$ cat src/rtl/grp_cpu_pkg.sv
package grp_cpu_pkg;
    typedef enum logic [1:0] {
        REG_CTRL  = 2'd0,
        REG_ACK   = 2'd1,
        REG_EOI   = 2'd2,
        REG_HPEND = 2'd3
    } reg_sel_e;

    typedef enum logic {
        ST_IDLE   = 1'b0,
        ST_ACTIVE = 1'b1
    } if_state_e;

    typedef struct packed {
        logic fiq_sel;
        logic ack_ctl;
        logic g1_en;
        logic g0_en;
    } ctrl_t;

    localparam int ID_NONE    = 1023;
    localparam int ID_GRP_ALT = 1022;
endpackage

$ cat src/rtl/grp_ctrl_bank.sv
module grp_ctrl_bank
    import grp_cpu_pkg::*;
#(
    parameter int DATA_W = 32
) (
    input  logic              clk,
    input  logic              rst_n,
    input  logic              wr_en,
    input  logic              sec,
    input  logic [3:0]        wr_bits,
    output ctrl_t             ctrl_q,
    output ctrl_t             ctrl_d,
    output logic [DATA_W-1:0] view
);
    always_comb begin
        ctrl_d = ctrl_q;
        if (wr_en) begin
            if (sec) ctrl_d = ctrl_t'(wr_bits);
            else     ctrl_d.g1_en = wr_bits[0];
        end
    end

    always_ff @(posedge clk) begin
        if (!rst_n) ctrl_q <= '0;
        else        ctrl_q <= ctrl_d;
    end

    always_comb begin
        view = '0;
        if (sec) view[3:0] = ctrl_q;
        else     view[0]   = ctrl_q.g1_en;
    end
endmodule

$ cat src/rtl/grp_route.sv
module grp_route
    import grp_cpu_pkg::*;
#(
    parameter int PRIO_W = 8
) (
    input  if_state_e         state,
    input  ctrl_t             ctrl,
    input  logic              hp_valid,
    input  logic [PRIO_W-1:0] hp_prio,
    input  logic              hp_grp,
    output logic              elig,
    output logic              to_irq,
    output logic              to_fiq
);
    localparam logic [PRIO_W-1:0] PRIO_IDLE = '1;

    always_comb begin
        elig   = hp_valid && (hp_prio != PRIO_IDLE) && (state == ST_IDLE)
                 && (hp_grp ? ctrl.g1_en : ctrl.g0_en);
        to_fiq = elig && !hp_grp && ctrl.fiq_sel;
        to_irq = elig && !to_fiq;
    end
endmodule

$ cat src/rtl/grp_ack_fsm.sv
module grp_ack_fsm
    import grp_cpu_pkg::*;
#(
    parameter int ID_W   = 10,
    parameter int DATA_W = 32
) (
    input  logic              clk,
    input  logic              rst_n,
    input  logic              acc_valid,
    input  logic              acc_write,
    input  logic              acc_secure,
    input  reg_sel_e          acc_reg,
    input  logic [DATA_W-1:0] acc_wdata,
    input  logic [ID_W-1:0]   hp_id,
    input  logic              hp_grp,
    input  logic              elig,
    input  logic              ack_ctl,
    output if_state_e         state_q,
    output if_state_e         state_d,
    output logic              ack_ok,
    output logic [ID_W-1:0]   ack_value,
    output logic [ID_W-1:0]   hpend_value
);
    localparam logic [ID_W-1:0] SPUR = ID_W'(ID_NONE);
    localparam logic [ID_W-1:0] ALT  = ID_W'(ID_GRP_ALT);

    logic [ID_W-1:0] act_id;
    logic            act_grp;
    logic            grp_ok, ack_rd, eoi_wr, eoi_ok;

    always_comb begin
        grp_ok = acc_secure ? (hp_grp ? ack_ctl : 1'b1) : hp_grp;
        ack_rd = acc_valid && !acc_write && (acc_reg == REG_ACK);
        eoi_wr = acc_valid && acc_write && (acc_reg == REG_EOI);
        ack_ok = ack_rd && elig && grp_ok;
        eoi_ok = eoi_wr && (state_q == ST_ACTIVE)
                 && (acc_wdata == DATA_W'(act_id)) && (act_grp || acc_secure);
        ack_value = (elig && grp_ok) ? hp_id : SPUR;
        if (!elig)                          hpend_value = SPUR;
        else if (grp_ok)                    hpend_value = hp_id;
        else if (acc_secure && hp_grp)      hpend_value = ALT;
        else                                hpend_value = SPUR;
    end

    always_comb begin
        state_d = state_q;
        unique case (state_q)
            ST_IDLE:   if (ack_ok) state_d = ST_ACTIVE;
            ST_ACTIVE: if (eoi_ok) state_d = ST_IDLE;
            default:   state_d = ST_IDLE;
        endcase
    end

    always_ff @(posedge clk) begin
        if (!rst_n) begin
            state_q <= ST_IDLE;
            act_id  <= '0;
            act_grp <= 1'b0;
        end else begin
            state_q <= state_d;
            if (ack_ok) begin
                act_id  <= hp_id;
                act_grp <= hp_grp;
            end
        end
    end

    assert_ack_enters_active_R4: assert property (@(posedge clk) disable iff (!rst_n)
        ack_ok |=> (state_q == ST_ACTIVE));

    assert_ns_g0_eoi_ignored_R6: assert property (@(posedge clk) disable iff (!rst_n)
        (eoi_wr && !acc_secure && (state_q == ST_ACTIVE) && !act_grp) |=> (state_q == ST_ACTIVE));
endmodule

$ cat src/rtl/grp_cpu_iface.sv
module grp_cpu_iface
    import grp_cpu_pkg::*;
#(
    parameter int ID_W   = 10,
    parameter int PRIO_W = 8,
    parameter int DATA_W = 32
) (
    input  logic              clk,
    input  logic              rst_n,
    input  logic              hp_valid,
    input  logic [ID_W-1:0]   hp_id,
    input  logic [PRIO_W-1:0] hp_prio,
    input  logic              hp_grp,
    input  logic              acc_valid,
    input  logic              acc_write,
    input  logic              acc_secure,
    input  logic [1:0]        acc_reg,
    input  logic [DATA_W-1:0] acc_wdata,
    output logic              rd_valid,
    output logic [DATA_W-1:0] rd_data,
    output logic              ack_take,
    output logic              irq,
    output logic              fiq
);
    reg_sel_e          sel;
    ctrl_t             ctrl_q, ctrl_d;
    logic [DATA_W-1:0] ctrl_view;
    if_state_e         state_q, state_d;
    logic              elig_now, irq_now, fiq_now;
    logic              elig_nx, irq_nx, fiq_nx;
    logic [ID_W-1:0]   ack_value, hpend_value;
    logic [DATA_W-1:0] rd_mux;

    assign sel = reg_sel_e'(acc_reg);

    grp_ctrl_bank #(.DATA_W(DATA_W)) u_bank (
        .clk(clk), .rst_n(rst_n),
        .wr_en(acc_valid && acc_write && (sel == REG_CTRL)),
        .sec(acc_secure), .wr_bits(acc_wdata[3:0]),
        .ctrl_q(ctrl_q), .ctrl_d(ctrl_d), .view(ctrl_view)
    );

    grp_route #(.PRIO_W(PRIO_W)) u_route_now (
        .state(state_q), .ctrl(ctrl_q), .hp_valid(hp_valid), .hp_prio(hp_prio),
        .hp_grp(hp_grp), .elig(elig_now), .to_irq(irq_now), .to_fiq(fiq_now)
    );

    grp_route #(.PRIO_W(PRIO_W)) u_route_nx (
        .state(state_d), .ctrl(ctrl_d), .hp_valid(hp_valid), .hp_prio(hp_prio),
        .hp_grp(hp_grp), .elig(elig_nx), .to_irq(irq_nx), .to_fiq(fiq_nx)
    );

    grp_ack_fsm #(.ID_W(ID_W), .DATA_W(DATA_W)) u_fsm (
        .clk(clk), .rst_n(rst_n), .acc_valid(acc_valid), .acc_write(acc_write),
        .acc_secure(acc_secure), .acc_reg(sel), .acc_wdata(acc_wdata),
        .hp_id(hp_id), .hp_grp(hp_grp), .elig(elig_now), .ack_ctl(ctrl_q.ack_ctl),
        .state_q(state_q), .state_d(state_d), .ack_ok(ack_take),
        .ack_value(ack_value), .hpend_value(hpend_value)
    );

    always_comb begin
        unique case (sel)
            REG_CTRL:  rd_mux = ctrl_view;
            REG_ACK:   rd_mux = DATA_W'(ack_value);
            REG_EOI:   rd_mux = '0;
            REG_HPEND: rd_mux = DATA_W'(hpend_value);
            default:   rd_mux = '0;
        endcase
    end

    always_ff @(posedge clk) begin
        if (!rst_n) begin
            rd_valid <= 1'b0;
            rd_data  <= '0;
            irq      <= 1'b0;
            fiq      <= 1'b0;
        end else begin
            rd_valid <= acc_valid && !acc_write;
            if (acc_valid && !acc_write) rd_data <= rd_mux;
            irq <= irq_nx;
            fiq <= fiq_nx;
        end
    end

    assert_lines_exclusive_R3: assert property (@(posedge clk) disable iff (!rst_n)
        !(irq && fiq));

    assert_fiq_needs_select_R3: assert property (@(posedge clk) disable iff (!rst_n)
        fiq |-> ctrl_q.fiq_sel);

    assert_quiet_when_active_R9: assert property (@(posedge clk) disable iff (!rst_n)
        (state_q == ST_ACTIVE) |-> (!irq && !fiq));

    assert_rd_follows_read_R12: assert property (@(posedge clk) disable iff (!rst_n)
        $rose(rd_valid) |-> $past(acc_valid && !acc_write));

    assert_take_needs_ack_read_R4: assert property (@(posedge clk) disable iff (!rst_n)
        ack_take |-> (acc_valid && !acc_write && (sel == REG_ACK)));

    logic unused_now;
    assign unused_now = irq_now ^ fiq_now ^ elig_nx;
endmodule

$ cat config.mk
export PLATFORM = sky130hd
export DESIGN_NAME = grp_cpu_iface
export DESIGN_NICKNAME = d
export VERILOG_FILES = /design/src/rtl/grp_cpu_pkg.sv /design/src/rtl/grp_ctrl_bank.sv /design/src/rtl/grp_route.sv /design/src/rtl/grp_ack_fsm.sv /design/src/rtl/grp_cpu_iface.sv
export SDC_FILE = /design/constraint.sdc
export NUM_CORES = 1
export LEC_CHECK = 0
export BUFFER_PORTS_ARGS = -buffer_cell sky130_fd_sc_hd__buf_2
export CORE_MARGIN = 4
export CORE_UTILIZATION = 47
export DETAILED_ROUTE_END_ITERATION = 6
export PLACE_DENSITY = 0.88
export SLEW_MARGIN = 20
export SYNTH_ARGS = -nofsm -noshare
export SYNTH_HDL_FRONTEND = slang
export SYNTH_SLANG_ARGS = --single-unit
$ cat constraint.sdc
create_clock -name clk -period 3.2 [get_ports clk]
set_input_delay 0.16 -clock clk [delete_from_list [all_inputs] [get_ports clk]]
set_output_delay 0.16 -clock clk [all_outputs]
set_load 0.1 [all_outputs]
==> run metrics <==
status completed; DP Area 0.00190 mm2; Setup WS post-layout 1010 ps; R2R depth 6; root buf cell clkbuf_4; Syn Std Cell Area 0.00161 mm2; Worst setup EP type output pin; Die X 66.5 um; Critical Path Start Type flop; Power Density 471 mW/mm2; Yosys cell types 38; # rows 20; # IOs 95; worst setup path end ack_take; R2R Path End u_fsm.act_id[7]$_SDFFE_PN0P_; Total GRT Usage 0.183; max-slew violations 0; Vias/cell 4.91; Post-Syn Area per Cell 8.74 um2; Syn-to-layout area delta 23.4%; Req. time, crit path 3040 ps; diodes inserted 0; reg-to-reg slack, setup 1310 ps; Max VDD drop 0.307 mV; largest area contributor in the netlist dfxtp_1; drt pass-1 iters 4; synthesis-stage register bit count 29; synthesis warning total 0; detailed placer's ending HPWL 3.20 mm; met3 GRT Util 0.0540; Hold Buf Count CTS 0; first-pass GRT wire length 6.09 mm; Sink Count 29; Initial Utilization 0.510; largest cells by area after synthesis dfxtp_1 (36%), buf_4 (11%), mux2i_1 (9.3%); crit-path max FO 5; CP Class reg2out; largest net degree at the start of global routing 19; CTS Buf Count 5; Antenna Violating Nets Remaining 0; Post-CTS Setup Bufs 0; Min Clock Period, post-route 2190 ps; Finished Cell Area 0.00198 mm2; area of the die 0.00442 mm2; gr ovfl total 0; critical path startpoint u_bank.ctrl_q[1]$_SDFF_PN0_; dpl cells 293; antenna violations before repair 0; cts repair resizes 0; non-filler cells, final 301; overall routed net length 3.89 mm; Core ar. 0.00315 mm2; Worst-Margin Slew 539 ps; Seq/Total Area, Yosys 0.361; Worst slew margin 0.640; TNS Setup 0 ps; GRT Max-Usage Layer met2; DRC viols 0; Fmax 456 MHz; hold path depth 3; CTS tree yes; CTS Buffer Depth 2; crit share post-route 0.685; Final Hold Vio Count 0; PortBufs 72; RSZ-0062 raised after global routing no; Final #Nets 315; Cells after Synth 184; layout cell share with drive strength beyond 1 0.339; Worst-path clk slew 90 ps; GR met1 Demand/Resource 0.211; clock latency reported for the late side of the worst-skew pair 320 ps; Pleak 0.876 nW; top cell type's share of synthesized area 0.361; vias post-DR 1477; GP Congestion 0.847; hold crit path type in2reg; Die Y 66.5 um; MaxCap Viol Count 0; DR WL/cell 12.9 um; Setup WS pre-CTS 1270 ps; number of global-route vias before repair 1397; worst path arrival time 2030 ps; DR iter-0 viols 71; H-tree depth 2; clk_skew 5.14 ps; reg2reg start u_bank.ctrl_q[1]$_SDFF_PN0_; overall power 0.000936 W; grt met2 use 0.309; Hold Startpoint hp_id[9]; Final setup violation count 0
## synth_stat cells, drive strengths merged
master	n
nand3b	2
nor4b	2
a21boi	1
o31a	1
and2	3
conb	1
nand4	5
buf	25
nor4	7
nand2b	2
dfxtp	29
a21oi	3
o32a	1
xor2	5
mux2i	15
nand3	9
or2	1
mux2	2
nor2	26
a22oi	1
clkbuf	4
o2111ai	1
or3	1
xnor2	5
o21ai	14
o211ai	1
inv	3
nor2b	1
a31oi	3
o41ai	1
nor3b	1
nand2	8
## metal layers
layer / part of all wire / vias to the layer above
li1: - / 742
met1: 0.39 / 663
met2: 0.52 / 67
met3: 0.083 / 5
met4: 0.011 / 0
met5: 0 / -
## layout make-up
| cell class | count | area, um2 |
|---|---|---|
| clock inverters | 1 | 30.0 |
| repair buffers | 73 | 368 |
| multi-input cells | 144 | 885 |
| inverters | 3 | 11.3 |
| well taps | 44 | 55.1 |
| clock buffers | 7 | 55.1 |
| fillers | 284 | 1170 |
| flip-flops and latches | 29 | 581 |
## worst min-delay path by stage
stage / to / slack [ps]
global placement: rd_data[4]$_SDFFE_PN0N_ / 410
CTS: rd_data[4]$_SDFFE_PN0N_ / 90
global route: rd_data[9]$_SDFFE_PN0N_ / 90
floorplan: u_bank.ctrl_q[2]$_SDFFE_PN0P_ / 300
detailed placement: rd_data[4]$_SDFFE_PN0N_ / 430
finish: rd_data[9]$_SDFFE_PN0N_ / 100
## logic make-up after synthesis
| logic type | share of synthesized area |
|---|---|
| other | 0.00233 |
| AOI/OAI and AO/OA | 0.105 |
| and+or+nand+nor | 0.232 |
| DFF | 0.361 |
| xor gates and xnor gates | 0.0545 |
| muxes | 0.107 |
| buffers and inverters | 0.138 |
## stage by stage
stage                     hold slack [ps]   util
after floorplan                       296      -
after global placement                414  0.602
after detailed placement              427  0.602
after CTS                            92.4  0.629
after global routing                 94.6  0.629
final                                98.2  0.629
## where the power goes
group	internal, W	total [W]	switching (W)
registers	0.000368	0.000372	0.00000376
logic	0.0000461	0.000254	0.000208
clock network	0.000186	0.000309	0.000123
total	0.000601	0.000936	0.000335
## sequential cells by signal, summed over array words and instances, names as in the netlist
name	flops
rd_data	10
u_fsm.state_q	1
u_fsm.act_id	10
u_bank.ctrl_q	4
rd_valid	1
irq	1
u_fsm.act_grp	1
fiq	1
## placed cells by master, fill, tap and decap left out, types with 2 or more instances in the layout
master,netlist,layout
dfxtp_1,29,29
nand2b_1,2,2
nor2_1,26,26
o21ai_1,9,9
o21ai_0,5,5
a31oi_1,3,3
nand3b_1,2,2
nor4_2,2,2
buf_2,0,72
a21oi_1,3,3
xor2_1,5,5
nand4_1,5,5
mux2i_1,15,15
inv_1,3,3
clkbuf_4,0,5
and2_1,2,2
nor4_1,5,5
nand2_1,8,8
conb_1,1,22
xnor2_1,5,5
nand3_1,9,9
## worst max-delay path, cell delays in order (launching register included)
cell and delay [ps]:
dfxtp_1 380, mux2_1 160, o2111ai_2 180, nor4b_4 470
buf_2 510
(Power assumes the default switching activity.)
